File: config.mk
export PLATFORM = sky130hd
export DESIGN_NAME = tone_prog_top
export DESIGN_NICKNAME = d
export VERILOG_FILES = /design/src/rtl/tone_prog_pkg.sv /design/src/rtl/tone_note_lut.sv /design/src/rtl/tone_wr_edge.sv /design/src/rtl/tone_chan_bank.sv /design/src/rtl/tone_prog_top.sv
export SDC_FILE = /design/constraint.sdc
export NUM_CORES = 1
export LEC_CHECK = 0
export ABC_CLOCK_PERIOD_IN_PS = 1800
export CORE_UTILIZATION = 44
export CTS_CLUSTER_DIAMETER = 60
export CTS_CLUSTER_SIZE = 12
export DETAILED_ROUTE_END_ITERATION = 10
export DONT_BUFFER_PORTS = 1
export GPL_ROUTABILITY_DRIVEN = 0
export PLACE_DENSITY = 0.6
export SYNTH_ARGS = -nofsm -noshare
export SYNTH_HDL_FRONTEND = slang
export SYNTH_SLANG_ARGS = --single-unit
File: constraint.sdc
create_clock -name clk -period 1.8 [get_ports clk]
set_input_delay 0 -clock clk [delete_from_list [all_inputs] [get_ports clk]]
set_output_delay 0 -clock clk [all_outputs]
set_load 0.02 [all_outputs]
File: src/rtl/tone_prog_pkg.sv
package tone_prog_pkg;

    localparam int NUM_CH    = 4;
    localparam int CNT_W     = 8;
    localparam int NOTE_W    = 4;
    localparam int OCT_W     = 2;
    localparam int LVL_W     = 2;
    localparam int SEL_W     = $clog2(NUM_CH);
    localparam int NUM_NOTES = 12;

    typedef enum logic [LVL_W-1:0] {
        LVL_OFF  = 2'b00,
        LVL_LOW  = 2'b01,
        LVL_MID  = 2'b10,
        LVL_HIGH = 2'b11
    } level_e;

    typedef struct packed {
        logic [CNT_W-1:0] count;
        logic [OCT_W-1:0] octave;
        level_e           level;
    } chan_cfg_t;

    typedef struct packed {
        logic             valid;
        logic [CNT_W-1:0] count;
    } lut_out_t;

    // Divider half-period counts for the top octave at a 120 kHz clock,
    // ordered from highest pitch (code 0) downward.
    function automatic lut_out_t note_to_count(input logic [NOTE_W-1:0] code);
        lut_out_t r;
        r.valid = (int'(code) < NUM_NOTES);
        case (code)
            4'd0:    r.count = 8'd61;
            4'd1:    r.count = 8'd64;
            4'd2:    r.count = 8'd68;
            4'd3:    r.count = 8'd72;
            4'd4:    r.count = 8'd77;
            4'd5:    r.count = 8'd81;
            4'd6:    r.count = 8'd86;
            4'd7:    r.count = 8'd91;
            4'd8:    r.count = 8'd96;
            4'd9:    r.count = 8'd102;
            4'd10:   r.count = 8'd108;
            4'd11:   r.count = 8'd115;
            default: r.count = '0;
        endcase
        return r;
    endfunction

endpackage

File: src/rtl/tone_note_lut.sv
module tone_note_lut
    import tone_prog_pkg::*;
(
    input  logic [NOTE_W-1:0] note_i,
    output lut_out_t          lut_o
);

    always_comb lut_o = note_to_count(note_i);

endmodule

File: src/rtl/tone_wr_edge.sv
module tone_wr_edge (
    input  logic clk,
    input  logic rst,
    input  logic wr_i,
    output logic fire_o
);

    logic wr_q;

    always_ff @(posedge clk) begin
        if (rst) wr_q <= 1'b0;
        else     wr_q <= wr_i;
    end

    assign fire_o = wr_i & ~wr_q;

    AST_FIRE_NOT_REPEATED: assert property (@(posedge clk) disable iff (rst)
        fire_o |=> !fire_o);

endmodule

File: src/rtl/tone_chan_bank.sv
module tone_chan_bank
    import tone_prog_pkg::*;
(
    input  logic             clk,
    input  logic             rst,
    input  logic             fire_i,
    input  logic             valid_i,
    input  logic [SEL_W-1:0] sel_i,
    input  chan_cfg_t        cfg_i,
    output chan_cfg_t        cfg_o [NUM_CH],
    output logic [NUM_CH-1:0] upd_o
);

    chan_cfg_t cfg_q [NUM_CH];

    for (genvar i = 0; i < NUM_CH; i++) begin : g_ch
        logic wen;
        assign wen = fire_i & valid_i & (sel_i == SEL_W'(i));

        always_ff @(posedge clk) begin
            if (rst) begin
                cfg_q[i] <= '0;
                upd_o[i] <= 1'b0;
            end else begin
                upd_o[i] <= wen;
                if (wen) cfg_q[i] <= cfg_i;
            end
        end

        assign cfg_o[i] = cfg_q[i];

        AST_LANE_HOLDS_WITHOUT_UPDATE: assert property (@(posedge clk) disable iff (rst)
            !upd_o[i] |-> $stable(cfg_q[i]));
    end

    AST_SINGLE_LANE_UPDATE: assert property (@(posedge clk) disable iff (rst)
        $onehot0(upd_o));

endmodule

File: src/rtl/tone_prog_top.sv
module tone_prog_top
    import tone_prog_pkg::*;
(
    input  logic                      clk,
    input  logic                      rst,
    input  logic [NOTE_W-1:0]         note_i,
    input  logic [OCT_W-1:0]          oct_i,
    input  logic [LVL_W-1:0]          lvl_i,
    input  logic [SEL_W-1:0]          chan_sel_i,
    input  logic                      wr_i,
    output logic [NUM_CH*CNT_W-1:0]   count_o,
    output logic [NUM_CH*OCT_W-1:0]   oct_o,
    output logic [NUM_CH*LVL_W-1:0]   lvl_o,
    output logic [NUM_CH-1:0]         upd_o
);

    lut_out_t  lut;
    logic      fire;
    chan_cfg_t new_cfg;
    chan_cfg_t cfg [NUM_CH];

    tone_note_lut u_lut (
        .note_i (note_i),
        .lut_o  (lut)
    );

    tone_wr_edge u_edge (
        .clk    (clk),
        .rst    (rst),
        .wr_i   (wr_i),
        .fire_o (fire)
    );

    always_comb begin
        new_cfg.count  = lut.count;
        new_cfg.octave = oct_i;
        new_cfg.level  = level_e'(lvl_i);
    end

    tone_chan_bank u_bank (
        .clk     (clk),
        .rst     (rst),
        .fire_i  (fire),
        .valid_i (lut.valid),
        .sel_i   (chan_sel_i),
        .cfg_i   (new_cfg),
        .cfg_o   (cfg),
        .upd_o   (upd_o)
    );

    for (genvar i = 0; i < NUM_CH; i++) begin : g_out
        assign count_o[i*CNT_W +: CNT_W] = cfg[i].count;
        assign oct_o[i*OCT_W +: OCT_W]   = cfg[i].octave;
        assign lvl_o[i*LVL_W +: LVL_W]   = cfg[i].level;

        AST_LEVEL_CAPTURED: assert property (@(posedge clk) disable iff (rst)
            upd_o[i] |-> (lvl_o[i*LVL_W +: LVL_W] == $past(lvl_i)));
        AST_COUNT_NONZERO: assert property (@(posedge clk) disable iff (rst)
            upd_o[i] |-> (count_o[i*CNT_W +: CNT_W] != '0));
    end

    AST_INVALID_IGNORED: assert property (@(posedge clk) disable iff (rst)
        (fire && !lut.valid) |=> (upd_o == '0));
    AST_UPDATE_NEEDS_FIRE: assert property (@(posedge clk) disable iff (rst)
        (upd_o != '0) |-> $past(fire));

endmodule

==> results.md <==
* DRC at 0
* Fin Clk Skew at around 5.8 ps
* Worst Hold Class: primary input to flop
* Max Transition Viols Final at 0
* Resized cells post-CTS at 0
* Worst-Skew Late Latency at 290 ps
* Most frequent cell after synthesis: edfxtp_1
* Largest net degree at the start of global routing at 16
* Routing usage on met1 at 21.0%
* Drt initial violations at 62
* Die area at 4820 sq um
* Cell leakage power at 0.908 nW
* Routed vias at 1173
* Final setup fails at 0
* Layout cell share with drive strength beyond 1 at 8.14%
* Area contributors post-synth: edfxtp_1 66%, nor2_1 8.1%, dfxtp_1 5.0%
* Placed Instances at 207
* Total GRT Usage at between 10% and 20%
* Critical setup path kind: flop to flop
* Die Span Y at 69.4 um
* Die extent in x at 69.4 um
* Status: completed
* Fin crit share at 91.0%
* Synth Warn # at 0
* WP data required at about 2000 ps
* # diodes at 0
* Routed vias/inst at 5.24
* Average size of a mapped cell at 12.6 sq um
* PortBufs at 0
* Hold Fails Final Rpt at 0
* Slew headroom at 61.6%
* RSZ-0062 raised after global routing: false
* Post-detail-place hpwl at around 2.8 mm
* GRT Residual Overflow at 0
* Worst endpoint data arrival time at 1800 ps
* Synth Cell Area at 2000 sq um
* Worst-path clk slew at 80 ps
* Drt first pass iters at 4
* Area Overhead vs Synth at 10.5%
* Critical path fanouts, max at 6
* Max H-tree Level at 2
* Synthesized flop and latch total at 49
* Synth async-reset ratio at 0%
* Post-synthesis cell type count at 28
* PD cells at between 900 and 1000 nW/um^2
* FILL cells at 362
* Seq/Total Area, Yosys at 71.0%
* Min Tclk post-route at 1640 ps
* Register area at 1420 sq um
* Antenna violations before repair at 0
* CTS tree: yes
* Vias in the first global route at 1144
* Detail Route Antenna Nets at 0
* Share of the synthesized area in the top cell type at 66.0%
* DR WL/cell at 17.2 um
* Overall power at ~2.1 mW
* Nets at 188
* Initial Utilization at 45.9%
* Final Cell Area at 2210 sq um
* Total Wirelength at 3.84 mm
* Io pins at between 60 and 70
* Max_cap viols at 0
* Grt peak-use layer: met2
* Post-synth EDFFs at 44
* Fmax at 611 MHz
* Worst-margin pin slew at 570 ps
* CTS buffer count at 5
* Dpl cell area at 2030 sq um
* Core Box Area at 4350 sq um
* First-pass GRT wire length at roughly 6.1 mm
* Top_reg_cell synth: edfxtp_1
* Final setup TNS at 0 ps
* Max Root-Sink Buffers at 2
* Synth area leader: edfxtp_1
* CTS sink cnt at between 40 and 50
* Number of setup buffers added after CTS at 0
* Root Buffer: clkbuf_8
* Cell count after synthesis at 159
* Crit start category: flop
* Crit. End Element: flop
* VDD IR max at between 0.0004 and 0.0005 V
* Rows at 24
* GRT met3 Usage at 6.83%
* Global-route met2 utilization at 26.5%
* Commonest cells post-synth: 44 x edfxtp_1, 43 x nor2_1, 12 x inv_1
* Final Util at 50.8%
* Fin cells at 224
* Area occupied by multi-input gates at 468 sq um
-- kinds of logic (layout without fill, tap and decap cells) --
group | after synthesis | after routing | synth area share, %
AO/OA/AOI/OAI | 14 | 14 | 4.32
flip-flops | 49 | 49 | 71.0
AND/OR/NAND/NOR | 66 | 66 | 15.3
other | 1 | 4 | 0.187
adder cells (fa/ha/maj) | 4 | 4 | 2.50
buffers and inverters | 24 | 34 | 6.13
multiplexers | 1 | 1 | 0.563
-- sequential cells by signal, summed over array words and instances, names as in the netlist --
| signal | flops |
|---|---|
| u_bank.upd_o | 4 |
| u_edge.wr_q | 1 |
| u_bank.cfg_q | 44 |
-- layout by cell type (no fill, tap or decap) --
| master | n |
|---|---|
| a21o_1 | 3 |
| a21oi_1 | 5 |
| a31oi_1 | 1 |
| and2_1 | 1 |
| and3_1 | 1 |
| and3b_1 | 1 |
| buf_4 | 4 |
| clkbuf_1 | 1 |
| clkbuf_8 | 5 |
| clkinvlp_4 | 2 |
| conb_1 | 4 |
| dfxtp_1 | 5 |
| dlygate4sd3_1 | 9 |
| edfxtp_1 | 44 |
| ha_1 | 4 |
| inv_1 | 12 |
| inv_2 | 1 |
| mux2_2 | 1 |
| nand2_1 | 3 |
| nand2b_1 | 3 |
| nand4_1 | 6 |
| nor2_1 | 43 |
| nor2b_1 | 5 |
| nor4_1 | 2 |
| o211ai_1 | 1 |
| o21ai_0 | 2 |
| o21ai_1 | 1 |
| o32a_1 | 1 |
| or3_4 | 1 |
-- path summary, 6_finish.rpt --
path	startpoint	endpoint	slack, ps	depth (start not counted)
worst min register to register	u_edge.wr_q$_SDFF_PP0_	u_bank.cfg_q[1][9]$_SDFFCE_PN0P_	700	3
worst max register to register	u_edge.wr_q$_SDFF_PP0_	u_bank.cfg_q[0][21]$_SDFFCE_PN0P_	160	5
worst max-delay path	u_edge.wr_q$_SDFF_PP0_	u_bank.cfg_q[0][21]$_SDFFCE_PN0P_	160	5
worst min-delay path	chan_sel_i[0]	u_bank.cfg_q[1][21]$_SDFFCE_PN0P_	20	2
-- per-layer routing --
metal	part of all wire, %	vias up
met5	0	-
met2	49	50
met3	6.8	6
met1	42	563
li1	-	554
met4	2.3	0
-- critical path, cell delays in order (launching register included) --
cell	delay [ps]
dfxtp_1	310
nor2b_1	180
buf_4	170
nand2_1	70
nor4_1	220
dlygate4sd3_1	570
-- through the flow --
stage                     setup WS (ps)  hold slack, ps
after floorplan                     442            71.6
final                               162            18.3
after global routing               47.8            20.0
after CTS                           173            5.94
after detailed placement            300            75.1
after global placement              396            74.8
-- timing repair --
item	4_1_cts	5_1_grt
setup endpoints to repair	0	0
hold buffers	9	0
endpoints found under the hold margin	18	0
-- layout make-up --
class,instances,share of cell area [%]
flip-flops and latches,49,64.3
multi-input cells,89,21.2
repair buffers,13,5.43
clock buffers,6,3.28
well taps,52,2.94
inverters,13,2.21
clock inverters,2,0.679
-- where the power goes --
part / internal (mW) / switching, mW
Clock: 0.274 / 0.344
Combinational: 0.0453 / 0.0897
Sequential: 1.29 / 0.0731
Total: 1.61 / 0.507
Note: power is estimated with default switching activity, not from simulation.
